### src/rtl/irq_ctx_pkg.sv
package irq_ctx_pkg;
  localparam int PC_W   = 24;
  localparam int LANES  = 4;
  localparam int IDX_W  = 2;

  // lane numbering of the shared frame buffer
  localparam logic [1:0] F_PC_LO  = 2'd0;
  localparam logic [1:0] F_PC_MID = 2'd1;
  localparam logic [1:0] F_PC_HI  = 2'd2;
  localparam logic [1:0] F_PSW    = 2'd3;

  typedef enum logic {OP_PUSH = 1'b0, OP_POP = 1'b1} op_e;
  typedef enum logic {ST_IDLE = 1'b0, ST_XFER = 1'b1} st_e;

  function automatic logic [IDX_W-1:0] frame_last(input logic long_f);
    return long_f ? 2'd3 : 2'd1;
  endfunction

  // stack slot (push order) -> frame lane
  function automatic logic [1:0] slot_field(input logic long_f, input logic [IDX_W-1:0] slot);
    logic [1:0] f;
    if (long_f) begin
      case (slot)
        2'd0:    f = F_PSW;
        2'd1:    f = F_PC_HI;
        2'd2:    f = F_PC_LO;
        default: f = F_PC_MID;
      endcase
    end else begin
      f = slot[0] ? F_PC_MID : F_PC_LO;
    end
    return f;
  endfunction
endpackage

### src/rtl/irq_ctx_sp.sv
module irq_ctx_sp #(
  parameter int              SP_W   = 16,
  parameter logic [SP_W-1:0] SP_RST = '0
) (
  input  logic            clk_i,
  input  logic            rst_ni,
  input  logic            inc_i,
  input  logic            dec_i,
  output logic [SP_W-1:0] sp_o,
  output logic [SP_W-1:0] addr_o
);
  logic [SP_W-1:0] sp_q, sp_inc, sp_dec;

  assign sp_inc = sp_q + SP_W'(1);
  assign sp_dec = sp_q - SP_W'(1);

  always_ff @(posedge clk_i or negedge rst_ni) begin
    if (!rst_ni)    sp_q <= SP_RST;
    else if (inc_i) sp_q <= sp_inc;
    else if (dec_i) sp_q <= sp_dec;
  end

  // pre-increment for push, current for pop
  assign addr_o = inc_i ? sp_inc : sp_q;
  assign sp_o   = sp_q;
endmodule

### src/rtl/irq_ctx_ctrl.sv
module irq_ctx_ctrl
  import irq_ctx_pkg::*;
(
  input  logic             clk_i,
  input  logic             rst_ni,
  input  logic             frame_long_i,
  input  logic             enter_i,
  input  logic             leave_i,
  output logic             cap_o,
  output logic             push_o,
  output logic             pop_o,
  output logic             long_o,
  output logic [IDX_W-1:0] idx_o,
  output logic             commit_o,
  output logic             busy_o,
  output logic             done_o,
  output logic             prio_o,
  output logic             err_o
);
  st_e             st_q;
  op_e             op_q;
  logic            long_q;
  logic [IDX_W-1:0] idx_q;
  logic            done_q, prio_q, err_q;
  logic            start_push, start_pop, clash, last;

  assign clash      = (st_q == ST_IDLE) && enter_i && leave_i;
  assign start_push = (st_q == ST_IDLE) && enter_i && !leave_i;
  assign start_pop  = (st_q == ST_IDLE) && leave_i && !enter_i;
  assign last       = idx_q == frame_last(long_q);

  always_ff @(posedge clk_i or negedge rst_ni) begin
    if (!rst_ni) begin
      st_q   <= ST_IDLE;
      op_q   <= OP_PUSH;
      long_q <= 1'b0;
      idx_q  <= '0;
      done_q <= 1'b0;
      prio_q <= 1'b0;
      err_q  <= 1'b0;
    end else begin
      done_q <= 1'b0;
      prio_q <= 1'b0;
      err_q  <= clash;
      if (st_q == ST_IDLE) begin
        if (start_push || start_pop) begin
          st_q   <= ST_XFER;
          op_q   <= start_pop ? OP_POP : OP_PUSH;
          long_q <= frame_long_i;
          idx_q  <= '0;
        end
      end else begin
        idx_q <= idx_q + IDX_W'(1);
        if (last) begin
          st_q   <= ST_IDLE;
          done_q <= 1'b1;
          prio_q <= op_q == OP_POP;
        end
      end
    end
  end

  assign cap_o    = start_push;
  assign push_o   = (st_q == ST_XFER) && (op_q == OP_PUSH);
  assign pop_o    = (st_q == ST_XFER) && (op_q == OP_POP);
  assign commit_o = pop_o && last;
  assign long_o   = long_q;
  assign idx_o    = idx_q;
  assign busy_o   = st_q == ST_XFER;
  assign done_o   = done_q;
  assign prio_o   = prio_q;
  assign err_o    = err_q;
endmodule

### src/rtl/irq_ctx_frame.sv
module irq_ctx_frame
  import irq_ctx_pkg::*;
(
  input  logic             clk_i,
  input  logic             rst_ni,
  input  logic             cap_i,
  input  logic [PC_W-1:0]  pc_i,
  input  logic [7:0]       psw_i,
  input  logic             long_i,
  input  logic [IDX_W-1:0] idx_i,
  input  logic             pop_i,
  input  logic             commit_i,
  input  logic [7:0]       rdata_i,
  output logic [7:0]       wdata_o,
  output logic [PC_W-1:0]  pc_o,
  output logic [7:0]       psw_o
);
  logic [7:0] lane_q   [LANES];
  logic [7:0] lane_nxt [LANES];
  logic [1:0] push_fld, pop_fld;

  assign push_fld = slot_field(long_i, idx_i);
  assign pop_fld  = slot_field(long_i, frame_last(long_i) - idx_i);

  // one buffer serves as push source and pop assembly
  always_comb begin
    for (int i = 0; i < LANES; i++) lane_nxt[i] = lane_q[i];
    if (cap_i) begin
      lane_nxt[F_PC_LO]  = pc_i[7:0];
      lane_nxt[F_PC_MID] = pc_i[15:8];
      lane_nxt[F_PC_HI]  = pc_i[23:16];
      lane_nxt[F_PSW]    = psw_i;
    end else if (pop_i) begin
      lane_nxt[pop_fld] = rdata_i;
    end
  end

  for (genvar g = 0; g < LANES; g++) begin : g_lane
    always_ff @(posedge clk_i or negedge rst_ni) begin
      if (!rst_ni) lane_q[g] <= '0;
      else         lane_q[g] <= lane_nxt[g];
    end
  end

  assign wdata_o = lane_q[push_fld];

  always_ff @(posedge clk_i or negedge rst_ni) begin
    if (!rst_ni) begin
      pc_o  <= '0;
      psw_o <= '0;
    end else if (commit_i) begin
      pc_o <= {long_i ? lane_nxt[F_PC_HI] : 8'hFF, lane_nxt[F_PC_MID], lane_nxt[F_PC_LO]};
      if (long_i) psw_o <= lane_nxt[F_PSW];
    end
  end
endmodule

### src/rtl/irq_ctx_seq.sv
module irq_ctx_seq
  import irq_ctx_pkg::*;
#(
  parameter int              SP_W   = 16,
  parameter logic [SP_W-1:0] SP_RST = SP_W'(7)
) (
  input  logic            clk_i,
  input  logic            rst_ni,
  input  logic            frame_long_i,
  input  logic            enter_i,
  input  logic            leave_i,
  input  logic [23:0]     pc_i,
  input  logic [7:0]      psw_i,
  output logic [SP_W-1:0] mem_addr_o,
  output logic [7:0]      mem_wdata_o,
  output logic            mem_we_o,
  input  logic [7:0]      mem_rdata_i,
  output logic [SP_W-1:0] sp_o,
  output logic [23:0]     pc_o,
  output logic [7:0]      psw_o,
  output logic            busy_o,
  output logic            done_o,
  output logic            prio_rel_o,
  output logic            err_o
);
  logic             cap, push, pop, long_f, commit;
  logic [IDX_W-1:0] idx;

  irq_ctx_ctrl i_ctrl (
    .clk_i, .rst_ni, .frame_long_i, .enter_i, .leave_i,
    .cap_o(cap), .push_o(push), .pop_o(pop), .long_o(long_f), .idx_o(idx),
    .commit_o(commit), .busy_o, .done_o, .prio_o(prio_rel_o), .err_o
  );

  irq_ctx_sp #(.SP_W(SP_W), .SP_RST(SP_RST)) i_sp (
    .clk_i, .rst_ni, .inc_i(push), .dec_i(pop), .sp_o, .addr_o(mem_addr_o)
  );

  irq_ctx_frame i_frame (
    .clk_i, .rst_ni, .cap_i(cap), .pc_i, .psw_i, .long_i(long_f), .idx_i(idx),
    .pop_i(pop), .commit_i(commit), .rdata_i(mem_rdata_i),
    .wdata_o(mem_wdata_o), .pc_o, .psw_o
  );

  assign mem_we_o = push;
endmodule

### config.mk
export PLATFORM = sky130hd
export DESIGN_NAME = irq_ctx_seq
export DESIGN_NICKNAME = d
export VERILOG_FILES = /design/src/rtl/irq_ctx_pkg.sv /design/src/rtl/irq_ctx_sp.sv /design/src/rtl/irq_ctx_ctrl.sv /design/src/rtl/irq_ctx_frame.sv /design/src/rtl/irq_ctx_seq.sv
export SDC_FILE = /design/constraint.sdc
export NUM_CORES = 1
export LEC_CHECK = 0
export BUFFER_PORTS_ARGS = -buffer_cell sky130_fd_sc_hd__buf_4
export CAP_MARGIN = 5
export CORE_ASPECT_RATIO = 0.75
export CORE_UTILIZATION = 30
export CTS_BUF_LIST = sky130_fd_sc_hd__clkbuf_8
export DETAILED_ROUTE_END_ITERATION = 16
export GPL_TIMING_DRIVEN = 0
export PLACE_DENSITY = 0.5
export RECOVER_POWER = 25
export SYNTH_ARGS = -nofsm -noshare
export SYNTH_HDL_FRONTEND = slang
export SYNTH_SLANG_ARGS = --single-unit
### constraint.sdc
create_clock -name clk_i -period 2.7 [get_ports clk_i]
set_clock_uncertainty 0.05 [all_clocks]
set_input_delay 0.54 -clock clk_i [delete_from_list [all_inputs] [get_ports clk_i]]
set_output_delay 0.54 -clock clk_i [all_outputs]
set_load 0.05 [all_outputs]
==> results.sh, run 1 <==
export IMPL_status="complete, but fails checks"
export IMPL_violations="setup timing"
export IMPL_hold_slack_ns=0.3071
export IMPL_initial_core_util_pct=31.16
export IMPL_synth_mux_area_fraction_pct=7.458
export IMPL_arrival_ns=2.16
export IMPL_dr_pass1_iters=6
export IMPL_dieArea_um2=15710
export IMPL_cts_tree="built"
export IMPL_drive_gt1_share_pct=38.34
export IMPL_vias_per_cell=5.068
export IMPL_cts_hold_buf=0
export IMPL_grt_usage_pct=20.10
export IMPL_gp_congestion=0.8620
export IMPL_rsz0062_at_grt="yes"
export IMPL_cts_sinks=88
export IMPL_clockBufferDepth=2
export IMPL_synthTopCellsByArea="dfrtp_1 47%, nor2_1 6.3%, a31oi_1 4.4%"
export IMPL_hold_viol=0
export IMPL_grt_overflow_total=0
export IMPL_yosysMostFrequentCell="dfrtp_1"
export IMPL_synth_compound_area_share_pct=14.34
export IMPL_post_synth_num_cell_types=49
export IMPL_ys_seq_elements=88
export IMPL_finalCritPeriodShare_pct=101.9
export IMPL_io_pins=122
export IMPL_rrSetupSlack_ns=0.26
export IMPL_hpwl_um=11040
export IMPL_slew_headroom_pct=23.12
export IMPL_n_antenna_cell=0
export IMPL_core_area_um2=14640
export IMPL_detail_route_wl_per_cell_um=18.42
export IMPL_syn_avg_cell_area_um2=9.709
export IMPL_grt_pass1_vias=4124
export IMPL_fmax_mhz=363.3
export IMPL_path_class="reg -> out"
export IMPL_antenna_found_initial=0
export IMPL_grt_max_degree=89
export IMPL_maxCapViolCount=0
export IMPL_yosysSeqAreaShare_pct=48.34
export IMPL_synth_ff_type="dfrtp_1"
export IMPL_synthXorXnorAreaFrac_pct=5.950
export IMPL_totalWireLength_um=15220
export IMPL_worstMarginPinSlew_ns=1.153
export IMPL_cp_startpoint="i_ctrl.idx_o[0]"
export IMPL_r2r_cells=8
export IMPL_num_rows=38
export IMPL_grt_pass1_wl_um=23430
export IMPL_syn_area_um2=4563
export IMPL_numCtsBuffers=9
export IMPL_synth_commonest_cells="85 x dfrtp_1, 76 x nor2_1, 35 x a21oi_1"
export IMPL_synth_top_family_by_area="simple AND/OR/NAND/NOR gates"
export IMPL_initialDrtViolationCount=252
export IMPL_worstPathRequired_ns=2.11
export IMPL_synth_top_area_share_pct=46.61
export IMPL_start_kind="flop"
export IMPL_drt_antenna_violating_nets=0
export IMPL_synthAdderAreaFrac_pct=2.742
export IMPL_synthCells=470
export IMPL_cp_end_kind="primary output"
export IMPL_async_reset_ff_share_pct=100.0
export IMPL_critPathMaxFanout=5
export IMPL_hold_class="in -> async"
export IMPL_layout_area_overhead_vs_synth_pct=45.46
export IMPL_place_ws_ns=-0.2874
export IMPL_die_h_um=108.8
export IMPL_fin_ws_ns=-0.05218
export IMPL_clk_pin_slew_ns=0.11
export IMPL_num_vias=4186
export IMPL_synth_nets=525
export IMPL_worstReg2RegEnd="i_frame.lane_q[2]"
export IMPL_insertion_delay_ns=0.37
export IMPL_yosysWarnings=0
export IMPL_yosys_area_share_simple_pct=17.38
export IMPL_setup_violations=8
export IMPL_numPortBuffers=121
export IMPL_min_period_ns=2.752
export IMPL_final_nets=676
export IMPL_root_buffer="clkbuf_8"
export IMPL_htreeDepth=3
export IMPL_synth_edf_count=0
export IMPL_r2r_start="i_ctrl.idx_o[1]"
export IMPL_route_detailed_drc=0
export IMPL_report_final_slew_viol_count=0
export IMPL_dieWidth_um=144.4
export IMPL_yosys_area_top_type="dfrtp_1"
==> stage by stage <==
step	std cells	utilization [%]	instance area (um^2)	setup TNS [ns]
3_3_place_gp	791	40.19	5886	-2.985
5_1_grt	826	45.33	6638	-0.9777
3_5_place_dp	791	40.19	5886	-3.559
4_1_cts	819	44.34	6492	-0.4081
2_1_floorplan	470	-	4727	-0.1887
6_report	826	45.33	6638	-0.2805
==> state kept, by name (all words and copies together) (netlist names) <==
signal / flops
i_ctrl.busy_o: 1
i_frame.pc_o: 24
i_ctrl.prio_o: 1
i_ctrl.idx_o: 2
i_frame.lane_q: 32
i_ctrl.err_o: 1
i_frame.psw_o: 8
i_ctrl.done_o: 1
i_ctrl.long_o: 1
i_ctrl.op_q: 1
i_sp.sp_o: 16
==> worst max-delay path: stages (launching register included) <==
cell	delay, ns
dfrtp_2	0.43
buf_6	0.12
ha_4	0.11
nor2_2	0.03
or3_4	0.43
buf_12	0.16
mux4_2	0.32
buf_8	0.17
==> worst max path at each step <==
stage                           endpoint  slack (ns)  cells after the start
final                     mem_wdata_o[2]       -0.05                      7
after floorplan           mem_addr_o[15]        -0.1                      5
after global placement    mem_wdata_o[0]       -0.24                      5
after global routing      mem_wdata_o[2]       -0.12                      7
after detailed placement  mem_wdata_o[0]       -0.29                      5
after CTS                 mem_wdata_o[2]       -0.07                      7
==> cells by family after synthesis <==
kind of cell / after synthesis
AOI/OAI and AO/OA: 111
xor gates and xnor gates: 31
adders and majority gates: 10
buffers and inverters: 39
DFF: 88
muxes: 24
and+or+nand+nor: 167
==> per-layer routing <==
layer / track usage, % / wire length, um / share of wire (%) / vias to the layer above
met3: 3.162 / 682 / 4.5 / 14
met1: 30.92 / 7572 / 50 / 2108
li1: - / - / - / 1955
met4: 4.812 / 156 / 1.0 / 0
met2: 29.12 / 6807 / 45 / 109
met5: 0 / 0 / 0 / -
==> cell type report <==
cell class	instances	area, um^2
Multi-Input combinational cell	343	2537
Sequential cell	88	2216
Clock inverter	7	125.1
Clock buffer	9	123.9
Inverter	9	36.28
Tap cell	200	250.2
Buffer	24	127.6
Fill cell	1472	8006
Timing Repair Buffer	146	1221
==> cell usage in the layout (no fill, tap or decap), drive strengths merged, types with 4 or more instances in the layout <==
cell type  Yosys  layout
nand4          4       4
clkbuf        24      29
nand2         34      34
ha            10      10
buf            6     150
nor2          76      76
xnor2         19      19
nand2b         4       4
mux4           8       8
a31oi         32      32
o21ai         31      31
xor2          12      12
nor3           7       7
and2           4       4
a21oi         35      35
and3          14      14
nor4           4       4
nand3          4       4
dfrtp         85      85
inv            9      12
mux2i         16      16
==> timing repair <==
| item | in CTS | in global routing |
|---|---|---|
| gates resized for setup | 52 | 24 |
| setup buffers | 17 | 8 |
| setup endpoints to repair | 39 | 64 |
| pin swaps | 8 | 12 |
Power of run 1 is left out: the tool's default activity adds up to more than one toggle a clock period on the data nets, which glitch-free logic cannot reach.
==> run 2: changes to the inputs <==
Settings changed: CORE_MARGIN from default to 2, CORE_UTILIZATION 30 to 39, PLACE_DENSITY 0.5 to 0.62.
==> run 2 against run 1 <==
Critical path type is now reg -> reg. Cell area fell by 2.9%. Core utilization rose by 11 points. Die area fell by 20%. Critical path depth rose by 1. Cell count fell by 7.1%. First-iteration DRC count rose by 26%. Flip-flop and latch count did not move. The flow finishes with violations (capacitance limit, slew limit, setup timing). Sequential share of layout area rose by 1.0 points.
==> results.sh, run 2 (synthesis results as in run 1) <==
export IMPL_cp_cell_sequence="buf_4, xnor2_1, inv_1, ha_1, o21bai_1, nor3_2, mux2i_1, a21oi_1"
export IMPL_whs_path_depth=3
export IMPL_hold_class="in -> reg"
export IMPL_r2r_cells=8
export IMPL_worstMarginPinSlew_ns=2.233
export IMPL_num_vias=4230
export IMPL_finalSetupTns_ns=-1.194
export IMPL_cp_top_family="simple AND/OR/NAND/NOR gates"
export IMPL_slew_headroom_pct=-48.90
export IMPL_initialDrtViolationCount=318
export IMPL_path_class="reg -> reg"
export IMPL_cts_tree="built"
export IMPL_root_buffer="clkbuf_8"
export IMPL_dieWidth_um=128.9
export IMPL_grt_pass1_wl_um=22820
export IMPL_route_detailed_drc=0
export IMPL_num_rows=34
export IMPL_postPlaceCellArea_um2=5816
export IMPL_critPathBufInv=2
export IMPL_rsz0062_at_grt="yes"
export IMPL_clk_pin_slew_ns=0.09
export IMPL_maxCapViolCount=1
export IMPL_finalCritPeriodShare_pct=103.3
export IMPL_numPortBuffers=121
export IMPL_slowest_delay_ns=0.83
export IMPL_setup_violations=34
export IMPL_critical_path_depth=8
export IMPL_vias_per_cell=5.515
export IMPL_grt_overflow_total=0
export IMPL_fmax_mhz=358.5
export IMPL_report_final_slew_viol_count=89
export IMPL_status="complete, but fails checks"
export IMPL_worstPathRequired_ns=2.87
export IMPL_hpwl_um=10330
export IMPL_cts_sinks=88
export IMPL_cts_hold_buf=0
export IMPL_totalWireLength_um=14390
export IMPL_core_area_um2=11490
export IMPL_min_period_ns=2.789
export IMPL_arrival_ns=2.96
export IMPL_grt_pass1_vias=4215
export IMPL_final_area_um2=6444
export IMPL_drive_gt1_share_pct=37.24
export IMPL_critPathMaxFanout=8
export IMPL_clockBufferDepth=2
export IMPL_fin_ws_ns=-0.08934
export IMPL_die_h_um=97.68
export IMPL_numCtsBuffers=9
export IMPL_drt_antenna_violating_nets=0
export IMPL_layout_area_overhead_vs_synth_pct=41.21
export IMPL_antenna_found_initial=0
export IMPL_htreeDepth=3
export IMPL_start_kind="flop"
export IMPL_final_cell_mix="122 x buf_4, 77 x dfrtp_1, 73 x nor2_1"
export IMPL_detail_route_wl_per_cell_um=18.77
export IMPL_dr_pass1_iters=5
export IMPL_io_pins=122
export IMPL_top_register="i_frame.lane_q"
export IMPL_hold_viol=0
export IMPL_insertion_delay_ns=0.36
export IMPL_final_common_cell="buf_4"
export IMPL_grt_max_degree=89
export IMPL_gp_congestion=0.8901
export IMPL_largest_register_ffs=32
export IMPL_initial_core_util_pct=39.73
export IMPL_cp_slowest_cell="nor3_2"
export IMPL_grt_usage_pct=23.41
export IMPL_n_antenna_cell=0
export IMPL_dieArea_um2=12590
export IMPL_cp_end_kind="flop"
export IMPL_final_nets=673
export IMPL_violations="capacitance limit, slew limit, setup timing"
[run 2: cell types whose count changed in the layout (fill, tap and decap cells not counted), moves of 2 or more]
cell / before / now
inv_6: 3 / 0
buf_12: 4 / 2
buf_6: 21 / 19
clkbuf_2: 2 / 4
clkbuf_4: 3 / 1
clkbuf_8: 9 / 11
inv_1: 4 / 6
nor3_4: 3 / 1
[run 2: worst paths after layout]
check / from / slack [ns] / endpoint
max in group asynchronous: rst_ni / 0.34 / i_sp.sp_o[7]
max reg2reg: i_ctrl.idx_o[1] / -0.09 / i_frame.lane_q[10]
min: frame_long_i / 0.34 / i_ctrl.long_o
max: i_ctrl.idx_o[1] / -0.09 / i_frame.lane_q[10]
min reg2reg: i_sp.sp_o[1] / 0.47 / i_sp.sp_o[1]
min in group asynchronous: rst_ni / 0.71 / i_frame.pc_o[22]
[run 2: timing repair]
action                     in CTS  in global routing
resized for setup              44                 23
pin swaps                       7                 10
setup buffers                  15                  6
setup endpoints to repair      30                 69
[run 2: tightest hold or removal path, stage by stage]
cell	delay [ns]
buf_4	0.08
nand2_1	0.03
o21ai_0	0.06
[run 2: cell type report]
class | count | area (um^2)
inverters | 9 | 36.28
repair buffers | 142 | 1164
plain buffers | 25 | 128.9
fillers | 1042 | 5042
multi-input cells | 343 | 2487
clock buffers | 11 | 151.4
flip-flops and latches | 88 | 2216
well taps | 144 | 180.2
clock inverters | 5 | 80.08
[run 2: layer usage]
layer	GRT usage [%]	part of all wire (%)	up-vias
met5	0	0	-
met4	5.936	1.2	0
met3	5.396	7.4	23
met2	34.35	46	174
met1	34.93	45	2086
li1	-	-	1947
[run 2: per-stage QoR]
| step | util (%) | cells | setup slack (ns) | hold slack (ns) |
|---|---|---|---|---|
| 6_report | 56.10 | 767 | -0.08934 | 0.3384 |
| 5_1_grt | 56.10 | 767 | -0.2437 | 0.3500 |
| 4_1_cts | 55.23 | 761 | -0.03691 | 0.3296 |
| 3_5_place_dp | 50.63 | 735 | -0.2692 | 0.4704 |
| 3_3_place_gp | 50.63 | 735 | -0.2228 | 0.4575 |
| 2_1_floorplan | - | 470 | -0.09639 | 0.1944 |
Power of run 2 is left out for the same reason.
==> run 3: changes to the inputs <==
Settings changed: CELL_PAD_IN_SITES_DETAIL_PLACEMENT from default to 2, CELL_PAD_IN_SITES_GLOBAL_PLACEMENT from default to 2, CORE_UTILIZATION 39 to 33, PLACE_DENSITY 0.62 to 0.82.
==> run 3 against run 2 <==
Count of clock-buffer cells in the layout down 2. Sequential share of layout area fell by 0.66 points. Critical path depth is 2 lower. Critical endpoint is now mem_wdata_o[7]. Via count up 7.8%. Critical path type is now reg -> out. Cell count rose by 4.8%. The run still ends with capacitance limit, slew limit, setup timing left. Largest cell class unchanged.
==> results.sh, run 3 (synthesis results as in run 1) <==
export IMPL_arrival_ns=2.24
export IMPL_path_class="reg -> out"
export IMPL_antenna_found_initial=0
export IMPL_root_buffer="clkbuf_8"
export IMPL_cts_tree="built"
export IMPL_maxCapViolCount=1
export IMPL_die_h_um=105.8
export IMPL_detail_route_wl_per_cell_um=25.71
export IMPL_r2r_cells=7
export IMPL_slew_headroom_pct=-52.03
export IMPL_dr_pass1_iters=5
export IMPL_report_final_slew_viol_count=89
export IMPL_fmax_mhz=353.4
export IMPL_route_detailed_drc=0
export IMPL_grt_overflow_total=0
export IMPL_num_rows=37
export IMPL_initialDrtViolationCount=316
export IMPL_initial_core_util_pct=33.53
export IMPL_worstPathRequired_ns=2.11
export IMPL_numCtsBuffers=9
export IMPL_fin_ws_ns=-0.1294
export IMPL_clockBufferDepth=2
export IMPL_setup_violations=27
export IMPL_drt_antenna_violating_nets=0
export IMPL_totalWireLength_um=20670
export IMPL_gp_congestion=0.8312
export IMPL_top_register="i_frame.lane_q"
export IMPL_grt_max_degree=89
export IMPL_dieWidth_um=139.8
export IMPL_insertion_delay_ns=0.39
export IMPL_final_common_cell="buf_4"
export IMPL_finalCritPeriodShare_pct=104.8
export IMPL_whs_path_depth=3
export IMPL_core_area_um2=13610
export IMPL_n_antenna_cell=0
export IMPL_cts_hold_buf=0
export IMPL_cp_end_kind="primary output"
export IMPL_status="complete, but fails checks"
export IMPL_hpwl_um=13100
export IMPL_grt_pass1_vias=4879
export IMPL_start_kind="flop"
export IMPL_io_pins=122
export IMPL_num_vias=4562
export IMPL_htreeDepth=3
export IMPL_layout_area_overhead_vs_synth_pct=43.95
export IMPL_cp_slowest_cell="dfrtp_2"
export IMPL_min_period_ns=2.829
export IMPL_final_nets=679
export IMPL_clk_pin_slew_ns=0.09
export IMPL_vias_per_cell=5.674
export IMPL_cts_sinks=88
export IMPL_largest_register_ffs=32
export IMPL_hold_slack_ns=0.3093
export IMPL_cp_cell_sequence="buf_6, ha_4, or3_4, buf_12, mux4_2, buf_8"
export IMPL_hold_class="in -> reg"
export IMPL_violations="capacitance limit, slew limit, setup timing"
export IMPL_hold_viol=0
export IMPL_dieArea_um2=14790
export IMPL_drive_gt1_share_pct=38.31
export IMPL_grt_pass1_wl_um=29290
export IMPL_critPathMaxFanout=6
export IMPL_slowest_delay_ns=0.45
export IMPL_finalSetupTns_ns=-1.386
export IMPL_worstMarginPinSlew_ns=2.281
export IMPL_numPortBuffers=121
export IMPL_final_cell_mix="123 x buf_4, 77 x dfrtp_1, 74 x nor2_1"
export IMPL_rsz0062_at_grt="yes"
export IMPL_grt_usage_pct=25.87
==> run 3: cell count changes in the layout (fill, tap and decap cells not counted), sizes merged <==
cell,before,now
buf,146,152
clkbuf,32,30
clkinv,1,3
inv,10,12
bufinv,2,1
clkinvlp,1,0
==> run 3: metal layers <==
layer	track usage, %	wire (um)	vias up
li1	-	-	1959
met1	35.36	8609	2387
met2	42.72	10320	173
met3	4.543	1182	43
met4	6.786	561	0
met5	0	0	-
==> run 3: critical path: cells and delay by family (launching register included) <==
| kind | cells | cell delay, ns |
|---|---|---|
| fa+ha+maj | 1 | 0.15 |
| buf+inv | 3 | 0.49 |
| flops | 1 | 0.45 |
| mux | 1 | 0.34 |
| simple gates | 1 | 0.42 |
==> run 3: layout make-up <==
type,instances,area [um^2]
Inverter,9,38.79
Multi-Input combinational cell,343,2524
Clock inverter,7,70.07
Clock buffer,9,123.9
Timing Repair Buffer,148,1237
Buffer,25,140.1
Fill cell,1439,7042
Tap cell,175,219.0
Sequential cell,88,2216
==> run 3: final timing paths <==
path | from | end | slack [ns]
setup / recovery | i_ctrl.idx_o[0] | mem_wdata_o[7] | -0.13
hold / removal | frame_long_i | i_ctrl.long_o | 0.31
setup reg to reg | i_ctrl.long_o | i_frame.pc_o[8] | -0.09
hold reg to reg | i_frame.pc_o[18] | i_frame.pc_o[18] | 0.50
max in group asynchronous | rst_ni | i_ctrl.idx_o[0] | 0.32
min in group asynchronous | rst_ni | i_frame.lane_q[6] | 0.77
==> run 3: per-stage QoR <==
stage               instance area, um^2  util, %  setup WS [ns]  instances
floorplan                          4727        -       -0.09639        470
global route                       6569    48.26        -0.1879        804
CTS                                6350    46.65        -0.1286        792
finish                             6569    48.26        -0.1294        804
detailed placement                 5854    43.01        -0.3814        766
global placement                   5854    43.01        -0.3134        766
==> run 3: what timing repair did <==
item / CTS / global route
hold endpoints to repair: 0 / 0
resized for setup: 49 / 28
buffers inserted: 14 / 13
setup endpoints to repair: 52 / 55
pin swaps: 5 / 12
Power of run 3 is left out for the same reason.
